===== src/rtl/aud_sp_pkg.sv =====
package aud_sp_pkg;

  localparam int WORD_W  = 24;
  localparam int SHORT_W = 20;
  localparam int HALF_W  = 32;
  localparam int SLOT_W  = $clog2(HALF_W);
  localparam int IDX_W   = $clog2(WORD_W);
  localparam int PAD_W   = WORD_W - SHORT_W;

  typedef enum logic [1:0] {
    FMT_RJ24 = 2'b00,
    FMT_RJ20 = 2'b01,
    FMT_LJ24 = 2'b10,
    FMT_I2S  = 2'b11
  } fmt_e;

  // slot that carries the MSB of a word in the given framing
  function automatic int data_first(fmt_e f);
    case (f)
      FMT_RJ24: return HALF_W - WORD_W;
      FMT_RJ20: return HALF_W - SHORT_W;
      FMT_LJ24: return 0;
      default:  return 1;
    endcase
  endfunction

  // number of data slots in a half-frame for the given framing
  function automatic int data_len(fmt_e f);
    return (f == FMT_RJ20) ? SHORT_W : WORD_W;
  endfunction

endpackage


===== src/rtl/asp_timing.sv =====
module asp_timing
  import aud_sp_pkg::*;
#(
  parameter int SYNC_STAGES = 2
) (
  input  logic              clk,
  input  logic              rst_n,
  input  logic              bclk_i,
  input  logic              lrclk_i,
  input  fmt_e              fmt_sel,
  output logic              fall_stb,
  output logic              rise_stb,
  output logic              chan_left,
  output logic              frm_start,
  output logic              seen,
  output logic [SLOT_W-1:0] slot,
  output fmt_e              fmt_act
);

  logic [SYNC_STAGES:0]   bck_sr;
  logic [SYNC_STAGES-1:0] lr_sr;
  logic                   lr_lvl, lr_now, lr_chg, left_old;
  logic                   lr_n, seen_n, frm_n;
  logic [SLOT_W-1:0]      slot_n;
  fmt_e                   fmt_n;

  assign fall_stb  = bck_sr[SYNC_STAGES] & ~bck_sr[SYNC_STAGES-1];
  assign rise_stb  = ~bck_sr[SYNC_STAGES] & bck_sr[SYNC_STAGES-1];
  assign lr_now    = lr_sr[SYNC_STAGES-1];
  assign chan_left = (fmt_act == FMT_I2S) ? ~lr_lvl : lr_lvl;

  always_comb begin
    lr_chg   = lr_now ^ lr_lvl;
    left_old = (fmt_act == FMT_I2S) ? ~lr_now : lr_now;
    slot_n   = slot;
    lr_n     = lr_lvl;
    seen_n   = seen;
    fmt_n    = fmt_act;
    frm_n    = 1'b0;
    if (fall_stb) begin
      lr_n   = lr_now;
      seen_n = seen | lr_chg;
      slot_n = lr_chg ? '0 : slot + SLOT_W'(1);
      if (lr_chg && left_old) begin
        frm_n = 1'b1;
        fmt_n = fmt_sel;
      end
    end
  end

  always_ff @(posedge clk or negedge rst_n) begin
    if (!rst_n) begin
      bck_sr    <= '0;
      lr_sr     <= '0;
      lr_lvl    <= 1'b0;
      seen      <= 1'b0;
      slot      <= '0;
      fmt_act   <= FMT_RJ24;
      frm_start <= 1'b0;
    end else begin
      bck_sr    <= {bck_sr[SYNC_STAGES-1:0], bclk_i};
      lr_sr     <= {lr_sr[SYNC_STAGES-2:0], lrclk_i};
      lr_lvl    <= lr_n;
      seen      <= seen_n;
      slot      <= slot_n;
      fmt_act   <= fmt_n;
      frm_start <= frm_n;
    end
  end

endmodule


===== src/rtl/asp_tx.sv =====
module asp_tx
  import aud_sp_pkg::*;
(
  input  logic              clk,
  input  logic              rst_n,
  input  logic              fall_stb,
  input  logic              frm_start,
  input  logic              chan_left,
  input  logic [SLOT_W-1:0] slot,
  input  fmt_e              fmt_act,
  input  logic [WORD_W-1:0] tx_left,
  input  logic [WORD_W-1:0] tx_right,
  output logic              sdata_o
);

  logic              upd;
  logic [WORD_W-1:0] l_q, r_q, word;
  logic              hit, sd_n;
  logic [IDX_W-1:0]  idx;
  int                off;

  always_comb begin
    if (frm_start) word = chan_left ? tx_left : tx_right;
    else           word = chan_left ? l_q : r_q;
    off  = int'(slot) - data_first(fmt_act);
    hit  = (off >= 0) && (off < data_len(fmt_act));
    idx  = IDX_W'(WORD_W - 1 - off);
    sd_n = hit ? word[idx] : 1'b0;
  end

  always_ff @(posedge clk or negedge rst_n) begin
    if (!rst_n) begin
      upd     <= 1'b0;
      l_q     <= '0;
      r_q     <= '0;
      sdata_o <= 1'b0;
    end else begin
      upd <= fall_stb;
      if (upd && frm_start) begin
        l_q <= tx_left;
        r_q <= tx_right;
      end
      if (upd) sdata_o <= sd_n;
    end
  end

endmodule


===== src/rtl/asp_rx.sv =====
module asp_rx
  import aud_sp_pkg::*;
(
  input  logic              clk,
  input  logic              rst_n,
  input  logic              rise_stb,
  input  logic              seen,
  input  logic              chan_left,
  input  logic [SLOT_W-1:0] slot,
  input  fmt_e              fmt_act,
  input  logic              sdata_i,
  output logic [WORD_W-1:0] rx_data,
  output logic              rx_right,
  output logic              rx_valid
);

  logic [WORD_W-1:0] sh, sh_n, full, data_n;
  logic              take, done, right_n;
  int                off;

  always_comb begin
    off     = int'(slot) - data_first(fmt_act);
    take    = rise_stb && seen && (off >= 0) && (off < data_len(fmt_act));
    done    = take && (off == data_len(fmt_act) - 1);
    full    = {sh[WORD_W-2:0], sdata_i};
    sh_n    = take ? full : sh;
    data_n  = rx_data;
    right_n = rx_right;
    if (done) begin
      data_n  = (fmt_act == FMT_RJ20) ? (full << PAD_W) : full;
      right_n = ~chan_left;
    end
  end

  always_ff @(posedge clk or negedge rst_n) begin
    if (!rst_n) begin
      sh       <= '0;
      rx_data  <= '0;
      rx_right <= 1'b0;
      rx_valid <= 1'b0;
    end else begin
      sh       <= sh_n;
      rx_data  <= data_n;
      rx_right <= right_n;
      rx_valid <= done;
    end
  end

endmodule


===== src/rtl/aud_serial_port.sv =====
module aud_serial_port
  import aud_sp_pkg::*;
#(
  parameter int SYNC_STAGES = 2
) (
  input  logic              clk,
  input  logic              rst_n,
  input  logic [1:0]        fmt_sel,
  input  logic              bclk_i,
  input  logic              lrclk_i,
  input  logic [WORD_W-1:0] tx_left,
  input  logic [WORD_W-1:0] tx_right,
  output logic              sdata_o,
  input  logic              sdata_i,
  output logic [WORD_W-1:0] rx_data,
  output logic              rx_right,
  output logic              rx_valid
);

  logic              fall_stb, rise_stb, chan_left, frm_start, seen;
  logic [SLOT_W-1:0] slot;
  fmt_e              fmt_act;

  asp_timing #(.SYNC_STAGES(SYNC_STAGES)) u_tim (
    .clk       (clk),
    .rst_n     (rst_n),
    .bclk_i    (bclk_i),
    .lrclk_i   (lrclk_i),
    .fmt_sel   (fmt_e'(fmt_sel)),
    .fall_stb  (fall_stb),
    .rise_stb  (rise_stb),
    .chan_left (chan_left),
    .frm_start (frm_start),
    .seen      (seen),
    .slot      (slot),
    .fmt_act   (fmt_act)
  );

  asp_tx u_tx (
    .clk       (clk),
    .rst_n     (rst_n),
    .fall_stb  (fall_stb),
    .frm_start (frm_start),
    .chan_left (chan_left),
    .slot      (slot),
    .fmt_act   (fmt_act),
    .tx_left   (tx_left),
    .tx_right  (tx_right),
    .sdata_o   (sdata_o)
  );

  asp_rx u_rx (
    .clk       (clk),
    .rst_n     (rst_n),
    .rise_stb  (rise_stb),
    .seen      (seen),
    .chan_left (chan_left),
    .slot      (slot),
    .fmt_act   (fmt_act),
    .sdata_i   (sdata_i),
    .rx_data   (rx_data),
    .rx_right  (rx_right),
    .rx_valid  (rx_valid)
  );

endmodule


===== config.mk =====
export PLATFORM = sky130hd
export DESIGN_NAME = aud_serial_port
export DESIGN_NICKNAME = d
export VERILOG_FILES = /design/src/rtl/aud_sp_pkg.sv /design/src/rtl/asp_timing.sv /design/src/rtl/asp_tx.sv /design/src/rtl/asp_rx.sv /design/src/rtl/aud_serial_port.sv
export SDC_FILE = /design/constraint.sdc
export NUM_CORES = 1
export LEC_CHECK = 0
export ABC_AREA = 1
export BUFFER_PORTS_ARGS = -buffer_cell sky130_fd_sc_hd__buf_4
export CORE_MARGIN = 1.5
export CORE_UTILIZATION = 50
export CTS_CLUSTER_DIAMETER = 200
export DETAILED_ROUTE_END_ITERATION = 10
export PLACE_DENSITY = 0.74
export SLEW_MARGIN = 10
export SYNTH_ARGS = -nofsm -noshare
export SYNTH_HDL_FRONTEND = slang
export SYNTH_SLANG_ARGS = --single-unit

===== constraint.sdc =====
create_clock -name clk -period 2.95 [get_ports clk]
set_input_delay 0.295 -clock clk [delete_from_list [all_inputs] [get_ports clk]]
set_output_delay 0.295 -clock clk [all_outputs]
set_load 0.01 [all_outputs]

# Word-level counts from Yosys, hierarchy flattened
# Cells that the tools add are included.
# word_totals
regBits,114
rom_bits,0
mem_bits_rw,0
latchBits,0
elab_cells,58
output_inout_bits,27
mem_count,0
in_bits,55
# classes
n_eq_ne,4
div,0
n_mul,0
order_cmp,3
bitwise,9
n_reduce_logical,9
add_sub_neg,4
shifts,0
n_mux,14
# op_table
op,n
24-bit 2-to-1 mux,4
4-bit case mux with 3 select lines,1
1-bit logical AND,7
6-bit equality test,1
"6-bit by 1-bit >= comparator with 1-bit output, second input constant",1
"5-bit by 6-bit < comparator with 1-bit output, second input constant",1
6-bit < comparator,1
1-bit 2-to-1 mux,6
"5-bit by 1-bit subtractor with 6-bit output, second input constant",1
5-bit by 4-bit subtractor with 6-bit output,1
"5-bit by 1-bit adder with 5-bit output, second input constant",1
1-bit binary-select mux with 5-bit select,1
5-bit 2-to-1 mux,1
1-bit inverter,5
"5-bit subtractor, first input constant",1
"2-bit equality test, second input constant",2
4-bit 2-to-1 mux,1
1-bit bitwise AND,2
"2-bit by 1-bit equality test with 1-bit output, second input constant",1
2-bit logical NOT,1
2-bit AND reduction,1
1-bit OR,1
1-bit XOR,1

# Longest topological paths before layout
# depth
word_depth,7
depth_mapped,20
mapped_depth_nobuf,17

# Cells and area by module
# From an unflattened synthesis, not the netlist that was laid out.
# unflattened
hier_cells,753
hier_area_um2,6135.9
# by_module_without_submodules
module,area_each_um2,cells_per_inst,n_inst,seq_area_each_um2
asp_tx,3062.9,386,1,1251.2
asp_rx,2451.1,300,1,1226.2
asp_timing,621.8,67,1,375.4

# Least setup slack after synthesis
# No wires, ideal clock.
# synth_path
path_kind,register to register
startpoint,register u_tim.fmt_act[1]
endpoint,register u_rx.rx_data[21]
path_buffers,3
required_time_ns,2.826
path_stages_with_launch,20
setup_time_ns,0.124
setup_slack_ns,0.012
arrival_ns,2.814
period_less_slack_ns,2.938
path_cell_list,dfrtp_1 > nor2_1 > inv_1 > clkbuf_1 > ha_1 > a21oi_2 > xnor2_1 > ha_1 > inv_1 > nor2_1 > o21ai_1 > nand2_1 > inv_2 > nand2_2 > inv_2 > nand2_1 > buf_6 > buf_2 > nand2_1 > o31ai_2
# synth_via
elab_chain_len,7
elab_cells_between_ends,14
classes_between,2 x add/sub; 2 x order compare; 3 x eq/ne; 3 x mux; 4 x reduce/logical
# synth_lines
element,line_no,source
from (decl),asp_timing.sv:17,output fmt_e fmt_act
from (signal assigned),asp_timing.sv:66,fmt_act <= fmt_n;
"2-bit equality test, or another cell as far along",aud_sp_pkg.sv:19,case (f)
4-bit case mux with 3 select lines,aud_sp_pkg.sv:19,
5-bit by 4-bit subtractor with 6-bit output,asp_rx.sv:22,off = int'(slot) - data_first(fmt_act);
6-bit by 1-bit >= comparator with 1-bit output,--,
1-bit logical AND (2 in series),asp_rx.sv:23,take = rise_stb && seen && (off >= 0) && (off < data_len(fmt_act));
1-bit logical AND,asp_rx.sv:24,done = take && (off == data_len(fmt_act) - 1);
to (signal assigned),asp_rx.sv:43,rx_data <= data_n;
to (decl),asp_rx.sv:12,"output logic [WORD_W-1:0] rx_data,"
# Parallel ways exist; a longest one is shown, timed or not.
# A chain may end at the register's enable or synchronous reset.

# Worst setup path in the final report
# layout_path
startpoint,register u_tim.fmt_act[1]
endpoint,register u_rx.rx_data[4]
# Same word-level chain as after synthesis.

==> impl_metrics.env <==
export IMPL_status="finished, final reports clean"
export IMPL_skew_ps=7.32
export IMPL_wire_per_inst_microns=15.8
export IMPL_required_ps=3270
export IMPL_maxCapViolCount=0
export IMPL_num_vias=4959
export IMPL_p_per_area_nw_per_um2=908
export IMPL_coreArea_sq_um=10900
export IMPL_initial_core_util=0.516
export IMPL_drv_slew=0
export IMPL_worstSetupStartpointType="flip-flop"
export IMPL_final_nets=797
export IMPL_slew_headroom=0.483
export IMPL_insertion_delay_ps=420
export IMPL_r2r_end="u_rx.rx_data[4]"
export IMPL_synth_avg_cell_area_sq_um=8.65
export IMPL_cts_tree="yes"
export IMPL_p_leak_nw=3.52
export IMPL_drt_wl_total_mm=14.0
export IMPL_worstHoldPathCells=3
export IMPL_first_pass_iters=5
export IMPL_place_congestion=0.846
export IMPL_clock_path_buffers=2
export IMPL_path_class="reg -> reg"
export IMPL_crit_chain="nor2_1 > inv_1 > ha_1 > a21oi_2 > xnor2_2 > ha_1 > inv_1 > nor2_1 > o21ai_1 > nand2_1 > inv_2 > nand2_2 > inv_2 > nand2_1 > buf_6 > o31ai_2"
export IMPL_finalPower_mw=6.44
export IMPL_grt_pass1_wl_mm=23.6
export IMPL_ys_ff_latch=114
export IMPL_num_rows=38
export IMPL_finalCritPeriodShare=0.942
export IMPL_setup_viol=0
export IMPL_hold_path_class="in -> reg"
export IMPL_grtUsageTotal=0.260
export IMPL_htree_levels=4
export IMPL_first_global_vias=4925
export IMPL_setup_tns_ps=0
export IMPL_hold_viol=0
export IMPL_ant_nets=0
export IMPL_remaining_drc_errors=0
export IMPL_synth_nets=714
export IMPL_post_cts_buffers=0
export IMPL_fmax_mhz=360
export IMPL_dpl_hpwl_mm=9.20
export IMPL_slowest_delay_ps=420
export IMPL_syn_to_final_growth_pct=25.7
export IMPL_synth_main_ff_cell="dfrtp_1"
export IMPL_n_antenna_cell=0
export IMPL_cts_buffers=17
export IMPL_via_per_inst=5.58
export IMPL_die_w_microns=109
export IMPL_pre_cts_ws_ps=93.9
export IMPL_period_minus_slack_ps=2780
export IMPL_ys_warnings_count=0
export IMPL_ys_types=27
export IMPL_min_to="u_rx.sh[0]"
export IMPL_num_io_pins=82
export IMPL_dieArea_sq_um=11900
export IMPL_worst_pin_slew_ps=775
export IMPL_grt_max_degree=60
export IMPL_drive_gt1_frac=0.259
export IMPL_syn_area_sq_um=5640
export IMPL_stdcell_area_sq_um=7090
export IMPL_worst_r2r_cell_count=16
export IMPL_worstHoldStart="sdata_i"
export IMPL_synth_async_reset_ratio=1.00
export IMPL_fin_ws_ps=172
export IMPL_synth_seq_area_share=0.506
export IMPL_drt_iter0_drc=377
export IMPL_io_buffers=81
export IMPL_cp_end_kind="flip-flop"
export IMPL_fp_dieH_microns=109
export IMPL_synth_edff_count=0
export IMPL_cts_sinks=114
export IMPL_r2r_start="u_tim.fmt_act[1]"
export IMPL_reg2reg_slack_ps=170
export IMPL_antenna_found_initial=0
export IMPL_cpMaxStageDelayCell="dfrtp_1"
export IMPL_vdd_drop_max_v=0.000618
export IMPL_grt_ovfl_total=0
export IMPL_root_buffer="clkbuf_16"
export IMPL_cp_data_arrival_time_ps=3090
export IMPL_synth_cells=652
export IMPL_crit_path_max_fanout=29
export IMPL_cts_reportedPaths_clkPinSlew_ps=60
export IMPL_placed_area_sq_um=6410
per-stage QoR:
| step | util | hold slack (ps) | std cells |
|---|---|---|---|
| global placement | 0.586 | 331 | 853 |
| floorplan | - | -0.591 | 652 |
| global route | 0.649 | 100 | 888 |
| detailed placement | 0.586 | 341 | 853 |
| CTS | 0.645 | 86.3 | 888 |
| finish | 0.649 | 99.7 | 888 |
state kept, by name (all words and copies together) (netlist names), 2 cells and up:
register and count:
u_rx.sh 23, u_tim.bck_sr 3, u_tx.r_q 24, u_rx.rx_data 24, u_tim.lr_sr 2, u_tim.slot 5, u_tim.fmt_act 2, u_tx.l_q 24
layout by cell type (no fill, tap or decap), types with 2 or more instances in the layout:
master,instances
inv_1,29
nor3_1,5
nand3_1,115
dlygate4sd3_1,3
xor2_1,2
clkinv_2,2
o31ai_1,14
bufinv_16,3
a21oi_1,3
nor2_1,48
inv_2,5
o31ai_2,6
clkbuf_16,17
clkinv_4,2
clkbuf_8,2
mux2_2,45
ha_1,7
o211ai_1,4
clkinvlp_4,4
a21oi_2,2
buf_6,2
dfrtp_1,114
nand2_2,3
o21ai_1,2
buf_12,2
o21ai_0,17
buf_4,95
nand2_1,187
final cells by class:
cell class	instances	area (sq um)
inverters	34	128
fillers	902	3840
clock buffers	20	457
well taps	140	175
repair buffers	102	806
multi-input cells	466	2520
flip-flops and latches	114	2850
clock inverters	12	156
worst max-delay path, delay by kind of cell (launching register included):
kind | cells | cell delay (ps)
simple gates | 5 | 400
flops | 1 | 420
buf+inv | 5 | 480
fa+ha+maj | 2 | 620
compound gates | 3 | 550
xor+xnor | 1 | 190
layer usage:
layer / wire length, microns / GRT usage / vias up
met5: 0 / 0 / -
met4: 329 / 0.120 / 0
met3: 867 / 0.0658 / 31
met2: 6920 / 0.421 / 187
met1: 5910 / 0.329 / 2404
li1: - / - / 2337
cell usage after synthesis, drive strengths merged (2+ instances only):
cell type / n / area (sq um)
inv: 34 / 128
o211ai: 4 / 30.0
dfrtp: 114 / 2850
o21ai: 19 / 95.1
mux2: 45 / 507
o31ai: 20 / 165
nand3: 115 / 576
clkbuf: 18 / 67.6
nor2: 48 / 180
nor4: 2 / 18.8
xnor2: 2 / 17.5
a21oi: 5 / 32.5
xor2: 2 / 17.5
ha: 7 / 87.6
nor3: 5 / 25.0
buf: 20 / 110
nand2: 190 / 718
timing repair:
| action | 4_1_cts | 5_1_grt |
|---|---|---|
| hold buffers | 3 | 0 |
| setup endpoints to repair | 0 | 24 |
| resized for setup | 0 | 7 |
| hold endpoints to repair | 57 | 0 |
how the worst max path moves through the flow:
stage | from | to | slack, ps | cells past startpoint
after floorplan | u_tim.fmt_act[1] | u_rx.rx_data[21] | 10 | 19
after global placement | u_tim.fmt_act[1] | u_rx.rx_data[18] | 290 | 16
after detailed placement | u_tim.fmt_act[1] | u_rx.rx_data[8] | 90 | 16
after CTS | u_tim.fmt_act[1] | u_rx.rx_data[4] | 10 | 16
after global routing | u_tim.fmt_act[1] | u_rx.rx_data[16] | -10 | 16
final | u_tim.fmt_act[1] | u_rx.rx_data[4] | 170 | 16
logic make-up (layout without fill, tap and decap cells):
group | count (synthesis) | after routing | share of synthesized area
AO/OA/AOI/OAI | 49 | 49 | 0.0586
adder cells (fa/ha/maj) | 7 | 7 | 0.0155
buffers and inverters | 72 | 168 | 0.0541
flip-flops | 114 | 114 | 0.506
multiplexers | 45 | 45 | 0.0898
AND/OR/NAND/NOR | 361 | 361 | 0.270
XOR/XNOR | 4 | 4 | 0.00621
where the power goes:
group	switching, mW	total (mW)	internal (mW)
sequential	0.224	2.14	1.92
clock	0.734	2.11	1.37
combinational	1.33	2.19	0.863
Note: power is estimated with default switching activity, not from simulation.
